## src/rtl/serx_pkg.sv

```systemverilog
package serx_pkg;
  typedef enum logic {
    SERX_CLKD = 1'b0,
    SERX_I2C  = 1'b1
  } serx_mode_e;

  typedef struct packed {
    logic tx;
    logic rx;
    logic ack;
    logic nack;
    logic start;
    logic stop;
    logic dma;
  } serx_ev_t;
endpackage

```

## src/rtl/serx_sync.sv

```systemverilog
module serx_sync #(
  parameter int          N       = 2,
  parameter int          STAGES  = 2,
  parameter logic [N-1:0] RST_VAL = '1
) (
  input  logic         clk_i,
  input  logic         rst_ni,
  input  logic [N-1:0] din_i,
  output logic [N-1:0] lvl_o,
  output logic [N-1:0] rise_o,
  output logic [N-1:0] fall_o
);
  // STAGES sync flops plus one history flop
  logic [STAGES:0][N-1:0] pipe_q;

  always_ff @(posedge clk_i or negedge rst_ni) begin
    if (!rst_ni) pipe_q[0] <= RST_VAL;
    else         pipe_q[0] <= din_i;
  end

  for (genvar s = 1; s <= STAGES; s++) begin : g_stage
    always_ff @(posedge clk_i or negedge rst_ni) begin
      if (!rst_ni) pipe_q[s] <= RST_VAL;
      else         pipe_q[s] <= pipe_q[s-1];
    end
  end

  assign lvl_o  = pipe_q[STAGES-1];
  assign rise_o = pipe_q[STAGES-1] & ~pipe_q[STAGES];
  assign fall_o = ~pipe_q[STAGES-1] & pipe_q[STAGES];
endmodule

```

## src/rtl/serx_rx_core.sv

```systemverilog
module serx_rx_core
  import serx_pkg::*;
#(
  parameter int DW = 8,
  localparam int CW = $clog2(DW + 2)
) (
  input  logic          clk_i,
  input  logic          rst_ni,
  input  logic          en_i,
  input  serx_mode_e    mode_i,
  input  logic          evsel_i,
  input  logic          ckpol_i,
  input  logic          txsel_i,
  input  logic          scl_lvl_i,
  input  logic          scl_rise_i,
  input  logic          scl_fall_i,
  input  logic          sda_lvl_i,
  input  logic          sda_rise_i,
  input  logic          sda_fall_i,
  output serx_ev_t      ev_o,
  output logic [DW-1:0] rx_buf_o,
  output logic [CW-1:0] cnt_o
);
  localparam logic [CW-1:0] C_LAST = CW'(DW - 1);
  localparam logic [CW-1:0] C_ACK  = CW'(DW);
  localparam logic [CW-1:0] C_END  = CW'(DW + 1);

  logic [CW-1:0] cnt_q;
  logic [DW-1:0] sh_q;
  logic          act_edge;
  logic          bus_start, bus_stop;

  assign act_edge  = ckpol_i ? scl_fall_i : scl_rise_i;
  assign bus_start = sda_fall_i & scl_lvl_i;
  assign bus_stop  = sda_rise_i & scl_lvl_i;

  always_ff @(posedge clk_i or negedge rst_ni) begin
    if (!rst_ni) begin
      cnt_q    <= '0;
      sh_q     <= '0;
      rx_buf_o <= '0;
      ev_o     <= '0;
    end else begin
      ev_o <= '0;
      if (!en_i) begin
        cnt_q <= '0;
        sh_q  <= '0;
      end else if (mode_i == SERX_CLKD) begin
        if (act_edge) begin
          sh_q <= {sda_lvl_i, sh_q[DW-1:1]};
          if (cnt_q == '0 && !txsel_i) ev_o.tx <= 1'b1;
          if (cnt_q == C_LAST) begin
            cnt_q    <= '0;
            rx_buf_o <= {sda_lvl_i, sh_q[DW-1:1]};
            ev_o.rx  <= 1'b1;
            ev_o.dma <= 1'b1;
            if (txsel_i) ev_o.tx <= 1'b1;
          end else begin
            cnt_q <= cnt_q + 1'b1;
          end
        end
      end else begin
        if (bus_start) begin
          ev_o.start <= 1'b1;
          cnt_q      <= '0;
        end else if (bus_stop) begin
          ev_o.stop <= 1'b1;
          cnt_q     <= '0;
        end else if (scl_rise_i) begin
          if (cnt_q < C_ACK) begin
            sh_q  <= {sh_q[DW-2:0], sda_lvl_i};
            cnt_q <= cnt_q + 1'b1;
          end else if (cnt_q == C_ACK) begin
            cnt_q    <= C_END;
            rx_buf_o <= sh_q;
            if (!evsel_i) begin
              ev_o.ack  <= ~sda_lvl_i;
              ev_o.nack <= sda_lvl_i;
              ev_o.dma  <= ~sda_lvl_i;
            end
          end
        end else if (scl_fall_i) begin
          if (cnt_q == C_ACK && evsel_i) rx_buf_o <= sh_q;
          if (cnt_q == C_END) begin
            cnt_q <= '0;
            if (evsel_i) begin
              ev_o.tx  <= 1'b1;
              ev_o.rx  <= 1'b1;
              ev_o.dma <= 1'b1;
            end
          end
        end
      end
    end
  end

  assign cnt_o = cnt_q;
endmodule

```

## src/rtl/serx_tx_drive.sv

```systemverilog
module serx_tx_drive
  import serx_pkg::*;
#(
  parameter int DW  = 8,
  parameter int DLY = 2,
  localparam int CW = $clog2(DW + 2),
  localparam int IW = $clog2(DW)
) (
  input  logic          clk_i,
  input  logic          rst_ni,
  input  logic          en_i,
  input  serx_mode_e    mode_i,
  input  logic          ckpol_i,
  input  logic          sda_init_i,
  input  logic [DW-1:0] tx_data_i,
  input  logic [CW-1:0] cnt_i,
  input  logic          scl_rise_i,
  input  logic          scl_fall_i,
  output logic          sda_o
);
  localparam logic [CW-1:0] C_ACK = CW'(DW);

  logic [DLY-1:0] fpipe_q;
  logic           inact_edge;
  logic [IW-1:0]  lsb_idx, msb_idx;
  logic           i2c_bit;

  assign inact_edge = ckpol_i ? scl_rise_i : scl_fall_i;
  assign lsb_idx    = cnt_i[IW-1:0];
  assign msb_idx    = IW'(DW - 1) - cnt_i[IW-1:0];
  assign i2c_bit    = (cnt_i < C_ACK) ? tx_data_i[msb_idx] : 1'b1;

  // delay line of clock-fall strobes
  if (DLY == 1) begin : g_dly1
    always_ff @(posedge clk_i or negedge rst_ni) begin
      if (!rst_ni)                             fpipe_q <= '0;
      else if (!en_i || mode_i == SERX_CLKD)   fpipe_q <= '0;
      else                                     fpipe_q <= scl_fall_i;
    end
  end else begin : g_dlyn
    always_ff @(posedge clk_i or negedge rst_ni) begin
      if (!rst_ni)                             fpipe_q <= '0;
      else if (!en_i || mode_i == SERX_CLKD)   fpipe_q <= '0;
      else                                     fpipe_q <= {fpipe_q[DLY-2:0], scl_fall_i};
    end
  end

  always_ff @(posedge clk_i or negedge rst_ni) begin
    if (!rst_ni) begin
      sda_o <= 1'b1;
    end else if (!en_i) begin
      sda_o <= sda_init_i;
    end else if (mode_i == SERX_CLKD) begin
      if (cnt_i == '0 || inact_edge) sda_o <= tx_data_i[lsb_idx];
    end else if (fpipe_q[DLY-1]) begin
      sda_o <= i2c_bit;
    end
  end
endmodule

```

## src/rtl/serx_dual.sv

```systemverilog
module serx_dual
  import serx_pkg::*;
#(
  parameter int DW          = 8,
  parameter int SYNC_STAGES = 2,
  parameter int SDA_DLY     = 2,
  localparam int CW = $clog2(DW + 2)
) (
  input  logic          clk_i,
  input  logic          rst_ni,
  input  logic          en_i,
  input  logic          mode_i,
  input  logic          evsel_i,
  input  logic          ckpol_i,
  input  logic          txsel_i,
  input  logic          sda_init_i,
  input  logic [DW-1:0] tx_data_i,
  input  logic          scl_i,
  input  logic          sda_i,
  output logic          sda_o,
  output logic [DW-1:0] rx_buf_o,
  output logic          ev_tx_o,
  output logic          ev_rx_o,
  output logic          ev_ack_o,
  output logic          ev_nack_o,
  output logic          ev_start_o,
  output logic          ev_stop_o,
  output logic          dma_req_o
);
  serx_mode_e    mode;
  logic [1:0]    lvl, rise, fall;
  serx_ev_t      ev;
  logic [CW-1:0] cnt;

  assign mode = serx_mode_e'(mode_i);

  // bit 1 = clock line, bit 0 = data line
  serx_sync #(.N(2), .STAGES(SYNC_STAGES), .RST_VAL(2'b11)) u_sync (
    .clk_i (clk_i),
    .rst_ni(rst_ni),
    .din_i ({scl_i, sda_i}),
    .lvl_o (lvl),
    .rise_o(rise),
    .fall_o(fall)
  );

  serx_rx_core #(.DW(DW)) u_rx (
    .clk_i     (clk_i),
    .rst_ni    (rst_ni),
    .en_i      (en_i),
    .mode_i    (mode),
    .evsel_i   (evsel_i),
    .ckpol_i   (ckpol_i),
    .txsel_i   (txsel_i),
    .scl_lvl_i (lvl[1]),
    .scl_rise_i(rise[1]),
    .scl_fall_i(fall[1]),
    .sda_lvl_i (lvl[0]),
    .sda_rise_i(rise[0]),
    .sda_fall_i(fall[0]),
    .ev_o      (ev),
    .rx_buf_o  (rx_buf_o),
    .cnt_o     (cnt)
  );

  serx_tx_drive #(.DW(DW), .DLY(SDA_DLY)) u_tx (
    .clk_i     (clk_i),
    .rst_ni    (rst_ni),
    .en_i      (en_i),
    .mode_i    (mode),
    .ckpol_i   (ckpol_i),
    .sda_init_i(sda_init_i),
    .tx_data_i (tx_data_i),
    .cnt_i     (cnt),
    .scl_rise_i(rise[1]),
    .scl_fall_i(fall[1]),
    .sda_o     (sda_o)
  );

  assign ev_tx_o    = ev.tx;
  assign ev_rx_o    = ev.rx;
  assign ev_ack_o   = ev.ack;
  assign ev_nack_o  = ev.nack;
  assign ev_start_o = ev.start;
  assign ev_stop_o  = ev.stop;
  assign dma_req_o  = ev.dma;
endmodule

```

## config.mk

```make
export PLATFORM = sky130hd
export DESIGN_NAME = serx_dual
export DESIGN_NICKNAME = d
export VERILOG_FILES = /design/src/rtl/serx_pkg.sv /design/src/rtl/serx_sync.sv /design/src/rtl/serx_rx_core.sv /design/src/rtl/serx_tx_drive.sv /design/src/rtl/serx_dual.sv
export SDC_FILE = /design/constraint.sdc
export NUM_CORES = 1
export LEC_CHECK = 0
export BUFFER_PORTS_ARGS = -buffer_cell sky130_fd_sc_hd__buf_2
export CAP_MARGIN = 10
export CORE_ASPECT_RATIO = 0.7
export CORE_UTILIZATION = 50
export CTS_BUF_LIST = sky130_fd_sc_hd__clkbuf_8 sky130_fd_sc_hd__clkbuf_16
export DETAILED_ROUTE_END_ITERATION = 16
export GPL_TIMING_DRIVEN = 0
export PLACE_DENSITY = 0.74
export SYNTH_ARGS = -nofsm -noshare
export SYNTH_HDL_FRONTEND = slang
export SYNTH_SLANG_ARGS = --single-unit
```

## constraint.sdc

```tcl
create_clock -name clk_i -period 1.98 [get_ports clk_i]
set_clock_uncertainty 0.1 [all_clocks]
set_input_delay 0.099 -clock clk_i [delete_from_list [all_inputs] [get_ports clk_i]]
set_output_delay 0.099 -clock clk_i [all_outputs]
set_load 0.01 [all_outputs]
```

# Word-level counts from Yosys, hierarchy flattened
# Cells that the tools add are included.
# classes
add_sub_neg,2
magnitude_cmp,3
eq_ne,19
muxes,71
n_bitwise,8
n_reduce_logical,13
# op_table
operator,count
$mux W8,17
$mux W4,14
$mux W2,13
$mux W1,24
$ne A3 B1 Y1 const B,4
$ne A3 B2 Y1 const B,4
$ne A6 B2 Y1 const B,2
$ne A3 B3 Y1 const B,3
$reduce_and A9 Y1,1
$eq A4 B4 Y1 const B,2
$lt A3 B4 Y1 const B,2
$mux W7,1
$ne A7 B3 Y1 const B,1
$bmux W1 S3,2
$reduce_and A5 Y1,1
$add A4 B1 Y4 const B,1
$and A2 B2 Y2,2
$eq A4 B3 Y1 const B,1
$logic_not A4 Y1,1
$lt A4 B4 Y1 const B,1
$ne A2 B2 Y1 const B,2
$not A2 Y2,2
$reduce_and A4 Y1,1
$reduce_bool A2 Y1,2
7 further kinds,12
# word_totals
regBits,36
input_bits,18
out_inout_bits,16

# Logic depth before layout (Yosys ltp)
# Gate-level depths: netlist of the first run.
# logic_depth
ltp_word,9
ltp_mapped,9
ltp_nobuf,7

# Hierarchy
# From an unflattened synthesis of the first run, not the netlist that was laid out.
# hier_totals
hier_cells,186
hier_area_um2,2088.3
# by_module_without_submodules
module,instances,cells_each,area_per_inst_um2,seq_area_each_um2
serx_rx_core,1,146,1567.8,675.6
serx_tx_drive,1,28,312.8,76.3
serx_sync,1,12,207.7,157.7

# Least setup slack after synthesis of the first run
# OpenSTA, ideal clock, no wires.
# synth_timing
kind,register -> register
start,register u_sync.pipe_q (netlist bit u_sync.lvl_o[1])
end,register u_rx.rx_buf_o[0]
arrival_ns,1.809
path_slack_ns,-0.005
stages_incl_launch_ff,9
period_less_slack_ns,1.985
path_cell_list,dfstp_2 -> inv_1 -> ha_1 -> mux2i_1 -> nor4_1 -> o21ai_2 -> buf_6 -> nand2_1 -> o21ai_1
# synth_between
elab_chain_len,5
elab_cells_between_ends,18
# synth_rtl
item,line,rtl
"start, declared",serx_sync.sv:14,logic [STAGES:0][N-1:0] pipe_q;
"start signal, assigned by index",serx_sync.sv:24,else pipe_q[s] <= pipe_q[s-1];
$not A2 Y2 or $and A2 B2 Y2 (tied branches),"serx_sync.sv:30, serx_sync.sv:29",
$and A2 B2 Y2 or $mux W8 (tied branches),"serx_sync.sv:30, serx_rx_core.sv:69",
$mux W1 or $mux W8 (tied branches),"serx_rx_core.sv:33, serx_rx_core.sv:66",
$reduce_bool A2 Y1 (no source line) or $mux W8 (tied branches),n/a,
$reduce_and A9 Y1 (no source line) or $mux W8 (tied branches),n/a,
"end signal, assigned",serx_rx_core.sv:54,"rx_buf_o <= {sda_lvl_i, sh_q[DW-1:1]};"
"end signal, assigned",serx_rx_core.sv:75,rx_buf_o <= sh_q;
"end signal, assigned",serx_rx_core.sv:83,if (cnt_q == C_ACK && evsel_i) rx_buf_o <= sh_q;
"end, declared",serx_rx_core.sv:21,"output logic [DW-1:0] rx_buf_o,"
# Parallel ways exist; a longest one is shown, timed or not. The select of a mux whose other input is x is not followed.
# A chain may end at the register's enable or synchronous reset.

# Worst setup path in the final report of the first run
# layout_timing
start,register u_sync.pipe_q (netlist bit u_sync.lvl_o[1])
end,register u_rx.rx_buf_o[1]
# Same word-level chain as after synthesis.

==> results of run 1 <==
[cell type report]
type                       count  area (sq um)  area share, %
inverter                       8         30.03          1.116
multi-input combinational    159          1132          42.07
clock inverter                 2         7.507         0.2789
buffer                        13         98.84          3.673
clock buffer                   6         82.58          3.068
sequential                    36         912.1          33.89
tap                           50         62.56          2.325
timing repair buffer          56         365.4          13.58
[cell usage after synthesis, drive strengths merged]
| cell type | count | area share, % |
|---|---|---|
| dfstp | 7 | 9.1 |
| o21ai | 29 | 7.7 |
| and3 | 2 | 0.62 |
| mux4 | 1 | 1.1 |
| a311oi | 1 | 0.43 |
| nor2b | 11 | 3.4 |
| or3 | 1 | 0.37 |
| a21oi | 13 | 3.2 |
| a32oi | 1 | 0.43 |
| nor3 | 5 | 1.2 |
| ha | 6 | 3.7 |
| o21a | 2 | 0.74 |
| nand2b | 1 | 0.31 |
| a221oi | 1 | 0.43 |
| xnor2 | 1 | 0.43 |
| nor2 | 17 | 3.2 |
| dfrtp | 29 | 36 |
| a2111oi | 3 | 2.2 |
| or4b | 1 | 0.68 |
| o32ai | 1 | 0.43 |
| and3b | 1 | 0.43 |
| nand2 | 26 | 5.1 |
| o211ai | 3 | 1.1 |
| inv | 8 | 1.5 |
| o221a | 1 | 0.56 |
| a31oi | 3 | 0.93 |
| and2 | 8 | 2.5 |
| nand3b | 1 | 0.37 |
| nand3 | 4 | 0.99 |
| mux2i | 8 | 4.0 |
| nor4 | 1 | 0.31 |
| xor2 | 1 | 0.43 |
| o311ai | 1 | 0.43 |
| o31ai | 1 | 0.37 |
| buf | 9 | 3.2 |
| o2bb2ai | 2 | 0.87 |
| o22a | 1 | 0.43 |
| clkbuf | 4 | 0.74 |
[metrics by stage]
stage                      power, W  setup WS (ns)  utilization [%]  area, sq um  cells
after floorplan           0.0009143        0.01455                -         2023    216
after global placement    0.0009865        -0.3253            60.94         2251    299
after detailed placement  0.0009906        -0.3825            60.94         2251    299
after CTS                  0.001534       0.006849            67.07         2477    315
after global routing       0.001653        -0.1331            72.87         2691    330
final                      0.001593       -0.05981            72.87         2691    330
[what timing repair did]
| action | in CTS | in global routing |
|---|---|---|
| resized for setup | 16 | 27 |
| pin swaps | 6 | 13 |
| hold buffers | 3 | 0 |
| buffers inserted | 5 | 14 |
| setup endpoints to repair | 23 | 22 |
| gates cloned | 0 | 1 |
| endpoints found under the hold margin | 31 | 0 |
[worst paths after layout]
| kind | startpoint | end | slack [ns] | cells past startpoint |
|---|---|---|---|---|
| worst max register to register | u_sync.lvl_o[1] | u_rx.rx_buf_o[1] | -0.06 | 8 |
| worst min-delay path | sda_init_i | u_tx.sda_o | 0.07 | 3 |
| worst max-delay path | u_sync.lvl_o[1] | u_rx.rx_buf_o[1] | -0.06 | 8 |
| max in group asynchronous | rst_ni | u_rx.cnt_o[0] | 0.90 | 2 |
| min in group asynchronous | rst_ni | u_rx.rx_buf_o[6] | 0.32 | 2 |
| worst min register to register | u_sync.pipe_q[1] | u_sync.lvl_o[1] | 0.26 | 0 |
[sequential cells by signal, summed over array words and instances (netlist names)]
| signal | flops |
|---|---|
| u_sync.lvl_o | 2 |
| u_tx.sda_o | 1 |
| u_tx.fpipe_q | 2 |
| u_rx.ev_o | 7 |
| u_sync.pipe_q | 4 |
| u_rx.sh_q | 8 |
| u_rx.rx_buf_o | 8 |
| u_rx.cnt_o | 4 |
[where the power goes]
group          internal (W)  total, W  switching [W]
clock network      0.000273  0.000532       0.000258
logic              0.000122  0.000282       0.000160
registers          0.000764  0.000779      0.0000158
total               0.00116   0.00159       0.000434
[critical path, stage by stage (launching register included)]
cell and delay (ns):
dfstp_2 0.60, inv_2 0.09, ha_4 0.19, mux2i_4 0.28, nor4_4 0.06, o21ai_2 0.29, buf_6 0.18, nand2_1 0.05
o21ai_1 0.10
[cell families (layout without fill, tap and decap cells)]
kind of cell | Yosys count | count (layout)
AND/OR/NAND/NOR | 79 | 79
AO/OA/AOI/OAI | 63 | 63
flip-flops | 36 | 36
buffers and inverters | 21 | 85
multiplexers | 9 | 9
adder cells (fa/ha/maj) | 6 | 6
XOR/XNOR | 2 | 2
[routing by layer]
metal,up-vias,wire [microns],track usage (%)
li1,885,-,-
met1,918,2510,35.97
met2,119,2388,35.25
met3,23,517,6.393
met4,0,143,6.173
met5,-,0,0
==> impl_metrics.py, run 1 <==
metrics = {
    "clock_tree": {
        "clk_pin_slew_ns": 0.07,
        "cts_tree": "done",
        "clk_latency_ns": 0.29,
        "clock_path_buffers": 2,
        "cts_max_level": 2,
        "numCtsBuffers": 5,
        "cts_sinks": 36,
        "clockRootBuffer": "clkbuf_8",
    },
    "min_path": {
        "hp-class": "primary input to flop",
    },
    "drt": {
        "drt-pass1-iter-count": 6,
        "wl_per_cell_microns": 16.85,
        "vias": 1945,
        "final_antenna_net_count": 0,
        "drt_iter0_markers": 234,
        "drc": 0,
        "routed_via_density": 5.894,
        "drt_wl_total_microns": 5559,
    },
    "setup_path": {
        "required_ns": 2.09,
        "path_max_fanout": 5,
        "end_kind": "flop",
        "arrival_ns": 2.15,
        "worstSetupStartpointType": "flop",
        "worstSetupPathType": "flop to flop",
    },
    "die": {
        "start_util_pct": 54.67,
        "core_sq_mm": 0.003694,
        "io_pins": 34,
        "die-area_sq_mm": 0.004301,
        "row_count": 18,
        "die_x_microns": 77.96,
        "die_h_microns": 55.17,
    },
    "global_routing": {
        "grt_max_degree": 37,
        "grt_usage_pct": 24.27,
        "grt_overflow": 0,
        "grt_pass1_wl_microns": 7583,
        "grt_pass1_vias": 1551,
        "antenna_found_initial": 0,
    },
    "timing": {
        "min_period_ns": 2.040,
        "worst_slack_ns": -0.05981,
        "whs_ns": 0.06951,
        "relSlewSlack_pct": 47.71,
        "setup_tns_ns": -0.1054,
        "final-hold-violation-count": 0,
        "worst_pin_slew_ns": 0.7843,
        "fmax_mhz": 490.2,
        "report.final.slew_viol_count": 0,
        "setup_viol": 5,
        "rsz0062_at_grt": "true",
        "fin_crit_sh_pct": 103.0,
    },
    "logic_synthesis": {
        "synth_area_per_cell_sq_um": 9.349,
        "synth_seq_cells": 36,
        "synth_cells": 216,
        "yosys.area_share.simple_pct": 19.45,
        "synth_fa_ha_area_share_pct": 3.717,
        "synth_compound_area_share_pct": 20.38,
        "synthXorXnorAreaFrac_pct": 0.8674,
        "synth_cell_types": 44,
        "synth_mux_area_share_pct": 5.081,
        "syn-num-nets": 240,
        "yosysSeqAreaShare_pct": 45.04,
        "syn_area_sq_mm": 0.002019,
        "yosysWarnings": 0,
        "synth_top_family_by_area": "compound AO/OA/AOI/OAI gates",
    },
    "layout": {
        "nFillCells": 263,
        "syn2layout_area_growth_pct": 33.27,
        "mostFrequentLayoutCell": "buf_2",
        "mostFrequentLayoutCells": "buf_2 (34), dfrtp_1 (27), buf_4 (20), nand2_1 (20), o21ai_0 (19)",
        "drive_gt1_share_pct": 38.57,
        "design.final.nets": 303,
        "antennaDiodeCount": 0,
    },
    "place": {
        "place_congestion": 0.8768,
        "io_buffers": 33,
        "place_hpwl_microns": 3337,
    },
    "run_status": {
        "outcome": "complete, but fails checks",
        "violations": "negative setup slack",
    },
    "pwr": {
        "p_leak_nw": 1.195,
        "vdd_drop_max_v": 0.0004382,
        "pwr_density_cell_mw_per_mm2": 592.0,
    },
    "job": {
        "maxCapViolCount": 0,
    },
}
Note: power is estimated with default switching activity, not from simulation.
==> inputs of run 2 (changes only) <==
--- a/config.mk
+++ b/config.mk
@@ -15,2 +15,3 @@
 export PLACE_DENSITY = 0.74
+export SKIP_LAST_GASP = 1
 export SYNTH_ARGS = -nofsm -noshare
==> constraint.sdc (replaced) <==
create_clock -name clk_i -period 1.98 [get_ports clk_i]
set_clock_uncertainty 0.1 [all_clocks]
set_input_delay 0.297 -clock clk_i [delete_from_list [all_inputs] [get_ports clk_i]]
set_output_delay 0.297 -clock clk_i [all_outputs]
set_load 0.01 [all_outputs]
==> impl_metrics.py, run 2 (synthesis gave the netlist of run 1 again) <==
metrics = {
    "run_status": {
        "outcome": "complete, but fails checks",
        "violations": "negative hold slack, negative setup slack",
    },
    "drt": {
        "drc": 0,
        "drt_iter0_markers": 305,
        "wl_per_cell_microns": 16.87,
        "drt-pass1-iter-count": 6,
        "final_antenna_net_count": 0,
        "drt_wl_total_microns": 5549,
        "routed_via_density": 5.957,
        "vias": 1960,
    },
    "layout": {
        "reg_top3": "u_rx.rx_buf_o x8, u_rx.sh_q x8, u_rx.ev_o x7",
        "nFillCells": 266,
        "multi_input_area_sq_mm": 0.001126,
        "mostFrequentLayoutCells": "buf_2 (34), dfrtp_1 (27), buf_4 (20), nand2_1 (20), o21ai_0 (19)",
        "drive_gt1_share_pct": 37.63,
        "seq_area_sq_um": 912.1,
        "antennaDiodeCount": 0,
        "mostFrequentLayoutCell": "buf_2",
        "fin_cells": 329,
        "fin_area_sq_mm": 0.002675,
        "design.final.nets": 302,
        "utilization_pct": 72.43,
        "syn2layout_area_growth_pct": 32.47,
    },
    "global_routing": {
        "grt_overflow": 0,
        "grt_max_degree": 37,
        "grt_pass1_wl_microns": 7555,
        "grt_pass1_vias": 1539,
        "grt_usage_pct": 24.19,
        "antenna_found_initial": 0,
    },
    "setup_path": {
        "worstSetupStartpointType": "flop",
        "end_kind": "flop",
        "worstSetupPathType": "flop to flop",
        "path_max_fanout": 10,
        "required_ns": 2.08,
        "ff2ff_setup_slack_ns": -0.07,
        "r2r-start": "u_rx.cnt_o[1]",
        "arrival_ns": 2.15,
        "worst_r2r_path_depth": 10,
        "r2r-end": "u_rx.cnt_o[2]",
    },
    "pwr": {
        "p_leak_nw": 1.187,
        "vdd_drop_max_v": 0.0004357,
        "pwr_density_cell_mw_per_mm2": 595.0,
    },
    "timing": {
        "fmax_mhz": 487.4,
        "worst_pin_slew_ns": 0.7725,
        "worst_slack_ns": -0.07172,
        "min_period_ns": 2.052,
        "report.final.slew_viol_count": 0,
        "relSlewSlack_pct": 48.50,
        "setup_viol": 4,
        "fin_crit_sh_pct": 103.6,
        "final-hold-violation-count": 29,
        "whs_ns": -0.02215,
        "rsz0062_at_grt": "true",
        "setup_tns_ns": -0.1294,
    },
    "place": {
        "place_inst": 299,
        "place_hpwl_microns": 3337,
        "place_area_sq_mm": 0.002251,
        "io_buffers": 33,
        "place_congestion": 0.8768,
    },
    "min_path": {
        "hp-class": "primary input to async pin",
    },
    "clock_tree": {
        "clk_latency_ns": 0.29,
        "cts_sinks": 36,
        "cts_tree": "done",
        "cts_max_level": 2,
        "clk_pin_slew_ns": 0.07,
        "clock_path_buffers": 2,
        "numCtsBuffers": 5,
        "clockRootBuffer": "clkbuf_8",
    },
    "die": {
        "die-area_sq_mm": 0.004301,
        "io_pins": 34,
        "die_h_microns": 55.17,
        "row_count": 18,
        "start_util_pct": 54.67,
        "core_sq_mm": 0.003694,
        "die_x_microns": 77.96,
    },
    "job": {
        "maxCapViolCount": 0,
    },
}
[run 2: cell count changes in the layout (fill, tap and decap cells not counted), sizes merged]
cell,previous run,this run
dlygate4sd3,3,2
[run 2: worst max-delay path by stage]
stage | start | to | slack (ns) | cells past startpoint
CTS | u_sync.pipe_q[5] | u_rx.rx_buf_o[1] | 0.007 | 9
global placement | u_sync.lvl_o[1] | u_rx.rx_buf_o[2] | -0.33 | 8
global route | u_sync.lvl_o[1] | u_rx.rx_buf_o[1] | -0.12 | 8
floorplan | u_rx.cnt_o[0] | u_rx.rx_buf_o[0] | 0.01 | 6
detailed placement | u_sync.lvl_o[1] | u_rx.rx_buf_o[1] | -0.38 | 8
finish | u_rx.cnt_o[1] | u_rx.cnt_o[2] | -0.07 | 10
[run 2: worst max-delay path: stages, from the launching register on]
cell and delay (ns):
dfrtp_1 0.39, buf_6 0.13, buf_6 0.14, inv_1 0.09, ha_1 0.14, and3b_2 0.19
buf_4 0.14, nor2_1 0.04, a21oi_1 0.30, nand3_1 0.18, o211ai_1 0.13
[run 2: what timing repair did]
item	4_1_cts	5_1_grt
pin swaps	6	13
endpoints found under the hold margin	0	2
hold buffers	0	2
gates cloned	0	1
gates resized for setup	16	24
buffers inserted	5	14
endpoints found under the setup margin	23	22
[run 2: layout make-up]
class,count,area share [%]
multi-input combinational,159,42.10
clock buffer,6,3.087
clock inverter,2,0.2806
buffer,13,3.695
tap,50,2.339
inverter,8,1.123
sequential,36,34.10
timing repair buffer,55,13.28
[run 2: where the power goes]
part	internal, W	total [W]	switching [W]
clock	0.000274	0.000532	0.000259
sequential	0.000764	0.000779	0.0000157
combinational	0.000120	0.000280	0.000160
total	0.00116	0.00159	0.000435
[run 2: per-stage QoR]
stage                     worst slack (ns)  power [W]
after floorplan                    0.01455  0.0009143
after global placement             -0.3253  0.0009865
after detailed placement           -0.3825  0.0009906
after CTS                         0.006849   0.001530
after global routing               -0.1198   0.001649
final                             -0.07172   0.001592
[run 2: per-layer routing]
metal / up-vias / track usage (%) / part of all wire, %
met4: 0 / 6.173 / 3.6
met2: 124 / 34.96 / 43
met3: 31 / 6.393 / 9.7
li1: 883 / - / -
met1: 922 / 35.97 / 44
met5: - / 0 / 0
